**src/rtl/mirror_pkg.sv**
```systemverilog
package mirror_pkg;

  typedef enum logic {
    MIR_DIR_RX = 1'b0,
    MIR_DIR_TX = 1'b1
  } mir_dir_e;

  function automatic int unsigned idx_width(input int unsigned n);
    int unsigned w;
    w = 1;
    while ((1 << w) < n) w++;
    return w;
  endfunction

endpackage

```
**src/rtl/mirror_probe_match.sv**
```systemverilog
module mirror_probe_match
  import mirror_pkg::*;
#(
  parameter int unsigned NUM_PORTS = 30,
  parameter int unsigned PORT_W    = idx_width(NUM_PORTS)
) (
  input  logic                 probe_en,
  input  logic                 probe_dir,
  input  logic [NUM_PORTS-1:0] probe_src,
  input  logic [PORT_W-1:0]    probe_mon,
  input  logic [PORT_W-1:0]    ev_port,
  input  logic                 ev_dir,
  output logic                 hit
);

  localparam int unsigned SPAN = 1 << PORT_W;

  logic [SPAN-1:0] src_span;
  logic            port_ok;
  logic            dir_ok;
  logic            member;
  logic            self_copy;

  always_comb begin
    src_span  = '0;
    src_span[NUM_PORTS-1:0] = probe_src;
    port_ok   = (32'(ev_port) < NUM_PORTS);
    dir_ok    = (mir_dir_e'(probe_dir) == mir_dir_e'(ev_dir));
    member    = port_ok && src_span[ev_port];
    self_copy = (probe_mon == ev_port);
    hit       = probe_en && dir_ok && member && !self_copy;
  end

endmodule

```
**src/rtl/mirror_mon_decode.sv**
```systemverilog
module mirror_mon_decode
  import mirror_pkg::*;
#(
  parameter int unsigned NUM_PORTS = 30,
  parameter int unsigned PORT_W    = idx_width(NUM_PORTS)
) (
  input  logic                 hit,
  input  logic [PORT_W-1:0]    mon_idx,
  output logic [NUM_PORTS-1:0] onehot
);

  always_comb begin
    onehot = '0;
    for (int p = 0; p < NUM_PORTS; p++) begin
      if (hit && (32'(mon_idx) == p)) onehot[p] = 1'b1;
    end
  end

endmodule

```
**src/rtl/mirror_out_reg.sv**
```systemverilog
module mirror_out_reg #(
  parameter int unsigned NUM_PORTS = 30
) (
  input  logic                 clk,
  input  logic                 rst,
  input  logic                 in_valid,
  input  logic [NUM_PORTS-1:0] in_mask,
  output logic                 out_valid,
  output logic [NUM_PORTS-1:0] out_mask
);

  always_ff @(posedge clk) begin
    if (rst) begin
      out_valid <= 1'b0;
      out_mask  <= '0;
    end else begin
      out_valid <= in_valid;
      out_mask  <= in_valid ? in_mask : '0;
    end
  end

  // result valid follows the event pulse by one cycle
  a_r2_valid_follows: assert property (@(posedge clk) disable iff (rst)
    in_valid |=> out_valid);
  a_r2_valid_only_after_event: assert property (@(posedge clk) disable iff (rst)
    !in_valid |=> !out_valid);
  // idle output is clean
  a_r2_idle_zero: assert property (@(posedge clk) disable iff (rst)
    !out_valid |-> (out_mask == '0));

endmodule

```
**src/rtl/mirror_engine.sv**
```systemverilog
module mirror_engine
  import mirror_pkg::*;
#(
  parameter int unsigned NUM_PORTS  = 30,
  parameter int unsigned NUM_PROBES = 3,
  parameter int unsigned PORT_W     = idx_width(NUM_PORTS)
) (
  input  logic                            clk,
  input  logic                            rst,
  input  logic                            evt_valid,
  input  logic [PORT_W-1:0]               evt_port,
  input  logic                            evt_dir,
  input  logic [NUM_PROBES-1:0]           cfg_enable,
  input  logic [NUM_PROBES-1:0]           cfg_dir,
  input  logic [NUM_PROBES*NUM_PORTS-1:0] cfg_src_mask,
  input  logic [NUM_PROBES*PORT_W-1:0]    cfg_monitor,
  output logic                            mir_valid,
  output logic [NUM_PORTS-1:0]            mir_mask
);

  logic [NUM_PROBES-1:0] probe_hit;
  logic [NUM_PORTS-1:0]  probe_vec [NUM_PROBES];
  logic [NUM_PORTS-1:0]  merged;

  for (genvar k = 0; k < NUM_PROBES; k++) begin : g_probe
    mirror_probe_match #(
      .NUM_PORTS (NUM_PORTS),
      .PORT_W    (PORT_W)
    ) u_match (
      .probe_en  (cfg_enable[k]),
      .probe_dir (cfg_dir[k]),
      .probe_src (cfg_src_mask[k*NUM_PORTS +: NUM_PORTS]),
      .probe_mon (cfg_monitor[k*PORT_W +: PORT_W]),
      .ev_port   (evt_port),
      .ev_dir    (evt_dir),
      .hit       (probe_hit[k])
    );

    mirror_mon_decode #(
      .NUM_PORTS (NUM_PORTS),
      .PORT_W    (PORT_W)
    ) u_dec (
      .hit     (probe_hit[k]),
      .mon_idx (cfg_monitor[k*PORT_W +: PORT_W]),
      .onehot  (probe_vec[k])
    );
  end

  always_comb begin
    merged = '0;
    for (int k = 0; k < NUM_PROBES; k++) merged = merged | probe_vec[k];
  end

  mirror_out_reg #(
    .NUM_PORTS (NUM_PORTS)
  ) u_out (
    .clk       (clk),
    .rst       (rst),
    .in_valid  (evt_valid),
    .in_mask   (merged),
    .out_valid (mir_valid),
    .out_mask  (mir_mask)
  );

  // copies bounded by the number of probes
  a_r9_copy_bound: assert property (@(posedge clk) disable iff (rst)
    $countones(mir_mask) <= NUM_PROBES);
  // all probes disabled gives an empty result
  a_r4_all_disabled: assert property (@(posedge clk) disable iff (rst)
    (evt_valid && (cfg_enable == '0)) |=> (mir_mask == '0));
  // the source port is never its own copy target
  a_r7_no_self_copy: assert property (@(posedge clk) disable iff (rst)
    (evt_valid && (32'(evt_port) < NUM_PORTS)) |=> !mir_mask[$past(evt_port)]);
  // out-of-range event port produces nothing
  a_r8_port_range: assert property (@(posedge clk) disable iff (rst)
    (evt_valid && (32'(evt_port) >= NUM_PORTS)) |=> (mir_mask == '0));

endmodule

```
**config.mk**
```make
export PLATFORM = sky130hd
export DESIGN_NAME = mirror_engine
export DESIGN_NICKNAME = d
export VERILOG_FILES = /design/src/rtl/mirror_pkg.sv /design/src/rtl/mirror_probe_match.sv /design/src/rtl/mirror_mon_decode.sv /design/src/rtl/mirror_out_reg.sv /design/src/rtl/mirror_engine.sv
export SDC_FILE = /design/constraint.sdc
export NUM_CORES = 1
export LEC_CHECK = 0
export BUFFER_PORTS_ARGS = -buffer_cell sky130_fd_sc_hd__buf_2
export CORE_MARGIN = 2
export CORE_UTILIZATION = 46
export DETAILED_ROUTE_END_ITERATION = 8
export GPL_TIMING_DRIVEN = 0
export HOLD_SLACK_MARGIN = 0.1
export PLACE_DENSITY = 0.82
export SLEW_MARGIN = 5
export SYNTH_ARGS = -nofsm -noshare
export SYNTH_HDL_FRONTEND = slang
export SYNTH_SLANG_ARGS = --single-unit
export TNS_END_PERCENT = 20
```
**constraint.sdc**
```tcl
create_clock -name clk -period 3.2 [get_ports clk]
set_clock_uncertainty 0.1 [all_clocks]
set_input_delay 0.64 -clock clk [delete_from_list [all_inputs] [get_ports clk]]
set_output_delay 0.64 -clock clk [all_outputs]
set_load 0.02 [all_outputs]
```
==> results of run 1 <==
cells in the mapped netlist, types with 4 or more instances:
master,number,area (um2)
a31oi_1,5,31.3
a32oi_1,7,61.3
and3_1,7,43.8
buf_2,6,30.0
clkbuf_1,18,67.6
dfxtp_1,31,621
inv_1,7,26.3
mux2i_1,16,160
mux4_2,12,270
nand2_1,17,63.8
nand2b_1,7,43.8
nand3_1,16,80.1
nand3b_1,7,52.6
nand4_1,14,87.6
nand4b_1,4,35.0
nor2_1,19,71.3
nor2b_1,8,50.1
nor3_1,13,65.1
nor4_1,4,25.0
o21ai_0,15,75.1
o22a_1,8,70.1
o41ai_1,9,78.8
or3_1,5,31.3
or3b_2,4,35.0
xnor2_1,9,78.8
xor2_1,9,78.8
sequential cells by signal, indices dropped and copies added, names as in the netlist:
register         cells
u_out.out_mask      30
u_out.out_valid      1
final timing paths:
path	from	to	slack, ns	depth (start not counted)
worst max-delay path	evt_port[2]	u_out.out_mask[22]$_SDFF_PP0_	0.33	9
worst min-delay path	evt_valid	u_out.out_valid$_SDFF_PP0_	0.64	3
cell families (layout without fill, tap and decap cells):
family | Yosys count | in the layout | synth area share (%)
AND/OR/NAND/NOR | 144 | 144 | 30.5
AO/OA/AOI/OAI | 69 | 69 | 18.4
multiplexers | 31 | 31 | 16.1
buffers and inverters | 40 | 185 | 8.02
XOR/XNOR | 18 | 18 | 5.46
flip-flops | 31 | 31 | 21.5
layer usage:
metal	track usage (%)	routed length [um]	vias up
met1	30.2	3690	1566
met3	4.87	840	34
met5	0	0	-
met4	13.4	340	0
met2	53.7	5180	230
li1	-	-	1581
layout make-up:
cell class              instances  area, um2  area share, %
clock inverters                 2       35.0          0.926
plain buffers                  32        201           5.32
flip-flops and latches         31        621           16.4
repair buffers                137        686           18.1
well taps                      75       93.8           2.48
multi-input cells             262       2030           53.8
clock buffers                   6       82.6           2.18
inverters                       8       30.0          0.794
worst max-delay path, cell delays in order:
cell	delay [ns]
buf_2	0.19
buf_2	0.28
buf_4	0.23
mux4_2	0.31
o2111ai_1	0.25
nand4_2	0.29
clkbuf_1	0.32
a32oi_1	0.29
o31ai_1	0.12
where the power goes:
part | leakage [nW] | internal [mW] | switching, mW
sequential | 0.250 | 0.388 | 0.000409
clock | 0.0612 | 0.252 | 0.151
combinational | 1.31 | 0.156 | 0.190
metrics by stage:
| stage | worst slack, ns | utilization [%] | power, mW | hold slack (ns) | std cells |
|---|---|---|---|---|---|
| floorplan | 0.534 | - | 0.613 | 0.738 | 333 |
| global placement | 0.0957 | 61.2 | 0.728 | 0.936 | 545 |
| detailed placement | 0.116 | 61.2 | 0.735 | 0.935 | 545 |
| CTS | 0.395 | 63.2 | 1.13 | 0.636 | 553 |
| global route | 0.163 | 63.2 | 1.19 | 0.690 | 553 |
| finish | 0.325 | 63.2 | 1.14 | 0.640 | 553 |
layout by cell type, fill, tap and decap left out, types with 4 or more instances in the layout:
cell / instances
a31oi_1: 5
a32oi_1: 7
and3_1: 7
buf_2: 143
clkbuf_1: 18
clkbuf_8: 6
dfxtp_1: 31
inv_1: 7
mux2i_1: 16
mux4_2: 12
nand2_1: 17
nand2b_1: 7
nand3_1: 16
nand3b_1: 7
nand4_1: 14
nand4b_1: 4
nor2_1: 19
nor2b_1: 8
nor3_1: 13
nor4_1: 4
o21ai_0: 15
o22a_1: 8
o41ai_1: 9
or3_1: 5
or3b_2: 4
xnor2_1: 9
xor2_1: 9
==> impl_metrics.yaml, run 1 <==
placed_design:
  gp_congestion: 0.929
  portBuffers: 137
  dp_hpwl_um: 8010
  placed_area_um2: 3670
pwr:
  p_leak_nw: 1.62
  vdd.ir_drop.worst_mv: 0.239
  power.density_nw_per_um2: 301
timing:
  worst_slew_pin_slew_ns: 0.608
  slew_headroom_pct: 59.3
  max_freq_mhz: 348
  setup_viol: 0
  period_share_pct: 89.8
  rsz0062_at_grt: "no"
  finalHoldViolations: 0
  fin_crit_ns: 2.87
  drv_slew: 0
  finalSetupTns_ns: 0
outcome:
  status: "complete, no violations"
global_routing:
  grt_pass1_wl_um: 16100
  grt_overflow: 0
  grt_pass1_vias: 3465
  track_usage_pct: 28.4
  antenna_found_initial: 0
  grt_start_max_net_pins: 11
routing:
  drt_iter0_drc: 259
  detail_route.vias_per_cell: 6.17
  drt.antenna.violating_nets: 0
  wl_per_cell_um: 18.2
  routed_wl_um: 10100
  drc_errors: 0
  drt-pass1-iter-count: 6
  vias: 3411
floorplanning:
  rows: 28
  io_pins: 151
  initial_core_util_pct: 48.2
  fp.dieW_um: 83.2
  coreArea_um2: 5990
  die_y_um: 83.2
  die_area_um2: 6920
clocking:
  clock_path_buffers: 2
  post_cts_buffers: 0
  clkSinkCount: 31
  tritoncts: "built"
  hold_buffers: 0
  cts_inserted_buffers: 5
  ctsRootBufferMaster: "clkbuf_8"
  h-tree-depth: 2
  cts.clk_slew.worst_paths_ns: 0.07
  cts.repair.resized: 0
yosys:
  yosysWarnings: 0
  synth_edf_count: 0
  synth_nets: 453
  synth_seq_area_share_pct: 21.5
  ys_ff_latch: 31
  syn_area_um2: 2890
  synthArstFlopShare_pct: 0
  synth_area_per_cell_um2: 8.67
  syn_inst: 333
  synth_top_flop_cell: "dfxtp_1"
  synth_cell_type_count: 62
setup_path:
  cp.required_ns: 3.26
  worstSetupEndpointType: "register"
  critPathKind: "input pin to register"
  cp-start-kind: "input pin"
  cp_max_fo: 10
  cp_data_arrival_time_ns: 2.93
finish:
  n_antenna_cell: 0
  area_growth_pct: 31.1
  fill_cells: 515
  drive_above_1_share_pct: 38.7
  layout.nets: 597
  final_area_um2: 3780
min_path:
  hp-class: "input pin to register"
run:
  maxCapViolCount: 0
(Power assumes the default switching activity.)
==> run 2: changes to the inputs <==
--- a/config.mk
+++ b/config.mk
@@ -5,13 +5,15 @@
 export SDC_FILE = /design/constraint.sdc
 export NUM_CORES = 1
 export LEC_CHECK = 0
+export ABC_AREA = 1
 export BUFFER_PORTS_ARGS = -buffer_cell sky130_fd_sc_hd__buf_2
 export CORE_MARGIN = 2
-export CORE_UTILIZATION = 46
+export CORE_UTILIZATION = 51
+export CTS_BUF_LIST = sky130_fd_sc_hd__clkbuf_8
 export DETAILED_ROUTE_END_ITERATION = 8
 export GPL_TIMING_DRIVEN = 0
 export HOLD_SLACK_MARGIN = 0.1
-export PLACE_DENSITY = 0.82
+export PLACE_DENSITY = 0.85
 export SLEW_MARGIN = 5
 export SYNTH_ARGS = -nofsm -noshare
 export SYNTH_HDL_FRONTEND = slang
==> impl_metrics.yaml, run 2 <==
pwr:
  switching_share_pct: 36.5
  comb_power_share_pct: 38.8
  clock_power_share_pct: 26.8
  seqPwrFrac_pct: 34.4
  p_total_mw: 1.13
  p_leak_nw: 2.91
  p_switching_uw: 412
  vdd.ir_drop.worst_mv: 0.141
  power.density_nw_per_um2: 241
  p_int_uw: 717
clocking:
  cts_inserted_buffers: 5
  tritoncts: "built"
  h-tree-depth: 2
  post_cts_buffers: 0
  clock_path_buffers: 2
  cts.clk_slew.worst_paths_ns: 0.07
  hold_buffers: 0
  clkSinkCount: 31
  ctsRootBufferMaster: "clkbuf_8"
  cts.repair.resized: 0
timing:
  finalHoldViolations: 0
  slew_headroom_pct: 65.5
  period_share_pct: 69.8
  worst_slew_pin_slew_ns: 0.515
  finalSetupTns_ns: 0
  max_freq_mhz: 448
  drv_slew: 0
  rsz0062_at_grt: "no"
  setup_viol: 0
  fin_crit_ns: 2.23
finish:
  fill_cells: 753
  final_cell_mix: "nand2_1, nand3_1, buf_2"
  top_regs: "u_out.out_mask (30), u_out.out_valid (1)"
  largest_register: "u_out.out_mask"
  largest_register_ffs: 30
  drive_above_1_share_pct: 21.4
  layout.nets: 1018
  n_antenna_cell: 0
  final_common_cell: "nand2_1"
  area_growth_pct: 24.6
floorplanning:
  coreArea_um2: 7180
  initial_core_util_pct: 52.3
  die_y_um: 89.8
  io_pins: 151
  fp.dieW_um: 89.8
  die_area_um2: 8060
  rows: 31
yosys:
  synth_nets: 869
  synthSimpleGateAreaFrac_pct: 59.6
  synth_common_cells: "nand2_1, nand3_1, inv_1, nor2_1, dfxtp_1"
  synth.area.mux_share_pct: 0
  synth_top_area_share_pct: 22.9
  synth_top_flop_cell: "dfxtp_1"
  synth_edf_count: 0
  synthTopCellsByArea: "nand3_1, nand2_1, dfxtp_1, inv_1, nor2_1"
  synth_compound_area_share_pct: 1.97
  ys_ff_latch: 31
  synthXorXnorAreaFrac_pct: 2.57
  syn_area_um2: 3750
  yosysMostFrequentCell: "nand2_1"
  syn_inst: 749
  synth_area_per_cell_um2: 5.01
  yosysWarnings: 0
  synthAdderAreaFrac_pct: 0
  synthArstFlopShare_pct: 0
  synth_seq_area_share_pct: 16.5
  yosysTopAreaCell: "nand3_1"
  synth_top_family_by_area: "simple AND/OR/NAND/NOR gates"
  synth_cell_type_count: 24
global_routing:
  antenna_found_initial: 0
  grt_start_max_net_pins: 11
  grt_pass1_wl_um: 20900
  grt_pass1_vias: 4519
  grt_overflow: 0
  track_usage_pct: 31.0
setup_path:
  crit_top_cell: "nand2_1"
  cp-start-kind: "input pin"
  cp_max_fo: 10
  cp_slowest_stage_delay_ns: 0.40
  cp.required_ns: 3.27
  crit_chain: "buf_2, inv_1, clkbuf_1, nand3_1, nand2_1, nand2_1, nand3_1, nand2_1, buf_4, nand3_1, nand2_1, nor2_1, nor2_1"
  worstSetupEndpointType: "register"
  critPathKind: "input pin to register"
  cp_data_arrival_time_ns: 2.31
  slowest_stage: "clkbuf_1"
run:
  maxCapViolCount: 0
routing:
  drt_iter0_drc: 450
  routed_wl_um: 12600
  wl_per_cell_um: 12.6
  drt.antenna.violating_nets: 0
  detail_route.vias_per_cell: 4.95
  drc_errors: 0
  vias: 4938
  drt-pass1-iter-count: 5
min_path:
  hp-start: "rst"
  hp-class: "input pin to register"
  hold_path_end: "u_out.out_mask[3]$_SDFF_PP0_"
  min_path_cells: 4
placed_design:
  portBuffers: 142
  gp_congestion: 0.979
  dp_hpwl_um: 10500
outcome:
  status: "complete, no violations"
-- run 2: final cells by class --
cell class / instances / area (um2) / share of cell area, %
flip-flops and latches: 31 / 621 / 13.3
repair buffers: 142 / 711 / 15.2
well taps: 99 / 124 / 2.65
multi-input cells: 548 / 2410 / 51.5
clock buffers: 6 / 82.6 / 1.77
inverters: 121 / 457 / 9.77
clock inverters: 1 / 5.00 / 0.107
plain buffers: 49 / 270 / 5.78
-- run 2: how the worst max path moves through the flow --
stage	cells past startpoint	startpoint	endpoint	slack [ns]
floorplan	13	evt_port[0]	u_out.out_mask[7]$_SDFF_PP0_	1.15
global placement	13	evt_port[2]	u_out.out_mask[24]$_SDFF_PP0_	0.73
detailed placement	13	evt_port[2]	u_out.out_mask[29]$_SDFF_PP0_	0.74
CTS	13	evt_port[2]	u_out.out_mask[29]$_SDFF_PP0_	1.02
global route	13	evt_port[2]	u_out.out_mask[22]$_SDFF_PP0_	0.74
finish	13	evt_port[2]	u_out.out_mask[24]$_SDFF_PP0_	0.97
-- run 2: kinds of logic after synthesis --
kind of cell	after synthesis
and+or+nand+nor	524
buffers and inverters	170
DFF	31
AOI/OAI and AO/OA	13
xor gates and xnor gates	11
-- run 2: through the flow --
step | cell area, um2 | setup WS, ns | utilization (%) | instances | hold slack [ns]
detailed placement | 4590 | 0.740 | 63.9 | 990 | 0.907
global placement | 4590 | 0.730 | 63.9 | 990 | 0.900
floorplan | 3750 | 1.15 | - | 749 | 0.764
finish | 4680 | 0.968 | 65.2 | 997 | 0.613
global route | 4680 | 0.736 | 65.2 | 997 | 0.642
CTS | 4680 | 1.02 | 65.2 | 997 | 0.611
-- run 2: power by group through the flow --
stage	Sequential, mW	Clock [mW]	Combinational, mW
final	0.388	0.302	0.438
after global routing	0.388	0.324	0.493
after CTS	0.388	0.305	0.431
after detailed placement	0.397	0	0.430
after global placement	0.397	0	0.429
after floorplan	0.399	0	0.284
-- run 2: routing by layer --
| metal | routed length (um) | vias to the layer above | global-route usage, % |
|---|---|---|---|
| li1 | - | 2597 | - |
| met1 | 5950 | 2089 | 44.5 |
| met2 | 5360 | 234 | 49.4 |
| met3 | 1110 | 18 | 5.11 |
| met4 | 176 | 0 | 6.15 |
| met5 | 0 | - | 0 |
-- run 2: critical path, delay by kind of cell --
| kind | cells | cell delay [ns] |
|---|---|---|
| buf+inv | 4 | 0.78 |
| simple gates | 9 | 0.89 |
==> run 3: changes to the inputs <==
--- a/config.mk
+++ b/config.mk
@@ -8,12 +8,12 @@
 export ABC_AREA = 1
 export BUFFER_PORTS_ARGS = -buffer_cell sky130_fd_sc_hd__buf_2
 export CORE_MARGIN = 2
-export CORE_UTILIZATION = 51
+export CORE_UTILIZATION = 46
 export CTS_BUF_LIST = sky130_fd_sc_hd__clkbuf_8
 export DETAILED_ROUTE_END_ITERATION = 8
 export GPL_TIMING_DRIVEN = 0
 export HOLD_SLACK_MARGIN = 0.1
-export PLACE_DENSITY = 0.85
+export PLACE_DENSITY = 0.81
 export SLEW_MARGIN = 5
 export SYNTH_ARGS = -nofsm -noshare
 export SYNTH_HDL_FRONTEND = slang
==> constraint.sdc (replaced) <==
create_clock -name clk -period 1.94 [get_ports clk]
set_clock_uncertainty 0.1 [all_clocks]
set_input_delay 0.388 -clock clk [delete_from_list [all_inputs] [get_ports clk]]
set_output_delay 0.388 -clock clk [all_outputs]
set_load 0.02 [all_outputs]
==> impl_metrics.yaml, run 3 (same netlist as run 2, synthesis figures left out) <==
clocking:
  ctsRootBufferMaster: "clkbuf_8"
  hold_buffers: 0
  h-tree-depth: 2
  cts.clk_slew.worst_paths_ns: 0.07
  clock_path_buffers: 2
  cts_inserted_buffers: 5
  tritoncts: "built"
  clkSinkCount: 31
run:
  maxCapViolCount: 0
placed_design:
  gp_congestion: 1.01
  portBuffers: 142
  dp.cells: 993
  dp_hpwl_um: 10400
finish:
  drive_above_1_share_pct: 22.6
  fill_cells: 836
  layout.nets: 1018
  final_cell_mix: "nand2_1, nand3_1, buf_2"
  seqCellArea_um2: 621
  largest_register_ffs: 30
  fin_util_pct: 61.1
  n_antenna_cell: 0
  multiInputGateArea_um2: 2430
  largest_register: "u_out.out_mask"
  top_regs: "u_out.out_mask (30), u_out.out_valid (1)"
  final_common_cell: "nand2_1"
  area_growth_pct: 27.1
  fin_cells: 1001
setup_path:
  cp_max_fo: 10
  cp-start-kind: "input pin"
  cp_data_arrival_time_ns: 1.90
  critPathKind: "input pin to register"
  worstSetupEndpointType: "register"
  cp.required_ns: 2.01
timing:
  rsz0062_at_grt: "yes"
  worst_slew_pin_slew_ns: 0.505
  drv_slew: 0
  finalHoldViolations: 0
  setup_viol: 0
  period_share_pct: 94.2
  slew_headroom_pct: 66.2
  max_freq_mhz: 547
  finalSetupTns_ns: 0
  fin_crit_ns: 1.83
  hold_ws_ns: 0.358
routing:
  drt.antenna.violating_nets: 0
  drt-pass1-iter-count: 5
  wl_per_cell_um: 12.6
  wl_met1_um: 5690
  wl_met2_um: 5660
  vias: 5028
  top_layer_used: "met4"
  wl_met3_um: 1090
  routed_wl_um: 12600
  drt_iter0_drc: 355
  drc_errors: 0
  detail_route.vias_per_cell: 5.02
global_routing:
  antenna_found_initial: 0
  grt_overflow: 0
  grt_pass1_vias: 4444
  track_usage_pct: 28.8
  grt_pass1_wl_um: 20400
  grt_start_max_net_pins: 11
floorplanning:
  initial_core_util_pct: 48.1
  fp.dieW_um: 94.3
  die_y_um: 94.3
  io_pins: 151
  coreArea_um2: 7810
  die_area_um2: 8900
  rows: 32
pwr:
  p_leak_nw: 2.96
  p_total_mw: 2.02
  vdd.ir_drop.worst_mv: 0.239
  power.density_nw_per_um2: 424
outcome:
  status: "complete, no violations"
min_path:
  hp-start: "rst"
  hold_path_end: "u_out.out_mask[2]$_SDFF_PP0_"
  hp-class: "input pin to register"
  min_path_cells: 4
[run 3: changes by cell type in the layout (fill, tap and decap cells not counted), sizes merged]
cell	before	now
buf	177	171
clkbuf	20	26
bufinv	0	1
[run 3: worst max-delay path: stages]
cell,delay (ns)
buf_6,0.11
buf_6,0.14
buf_6,0.15
xor2_1,0.17
nor3_2,0.12
nand3_1,0.08
nand2_1,0.06
inv_1,0.06
buf_2,0.18
nand3_1,0.16
nand2_1,0.07
nor2_1,0.15
nor2_1,0.06
[run 3: worst max path at each step]
stage	start	to	slack [ns]
floorplan	evt_port[0]	u_out.out_mask[7]$_SDFF_PP0_	0.14
global placement	evt_port[2]	u_out.out_mask[24]$_SDFF_PP0_	-0.26
detailed placement	evt_port[2]	u_out.out_mask[24]$_SDFF_PP0_	-0.28
CTS	evt_port[2]	u_out.out_mask[5]$_SDFF_PP0_	0.009
global route	evt_port[0]	u_out.out_mask[16]$_SDFF_PP0_	-0.02
finish	evt_port[0]	u_out.out_mask[1]$_SDFF_PP0_	0.11
[run 3: layout make-up]
type / count / share of cell area (%)
clock buffers: 6 / 1.73
plain buffers: 49 / 6.37
repair buffers: 142 / 14.9
well taps: 102 / 2.68
inverters: 121 / 9.58
multi-input cells: 548 / 51.0
clock inverters: 2 / 0.735
flip-flops and latches: 31 / 13.0
[run 3: power breakdown]
part | internal [mW] | switching, mW | total, mW | leakage, nW
sequential | 0.640 | 0.000586 | 0.640 | 0.250
clock | 0.415 | 0.228 | 0.643 | 0.0612
combinational | 0.280 | 0.461 | 0.741 | 2.64
[run 3: through the flow]
step           area (um2)  setup WS (ns)
6_report             4770          0.113
5_1_grt              4770        -0.0197
4_1_cts              4710        0.00861
3_5_place_dp         4590         -0.282
3_3_place_gp         4590         -0.258
2_1_floorplan        3750          0.140
[run 3: per-layer routing]
layer / track usage (%) / vias to the layer above
li1: - / 2602
met1: 40.3 / 2166
met2: 46.6 / 239
met3: 4.55 / 21
met4: 6.28 / 0
met5: 0 / -
[run 3: what timing repair did]
action | 4_1_cts | 5_1_grt
resized for setup | 0 | 27
endpoints found under the setup margin | 0 | 30
buffers inserted | 0 | 0
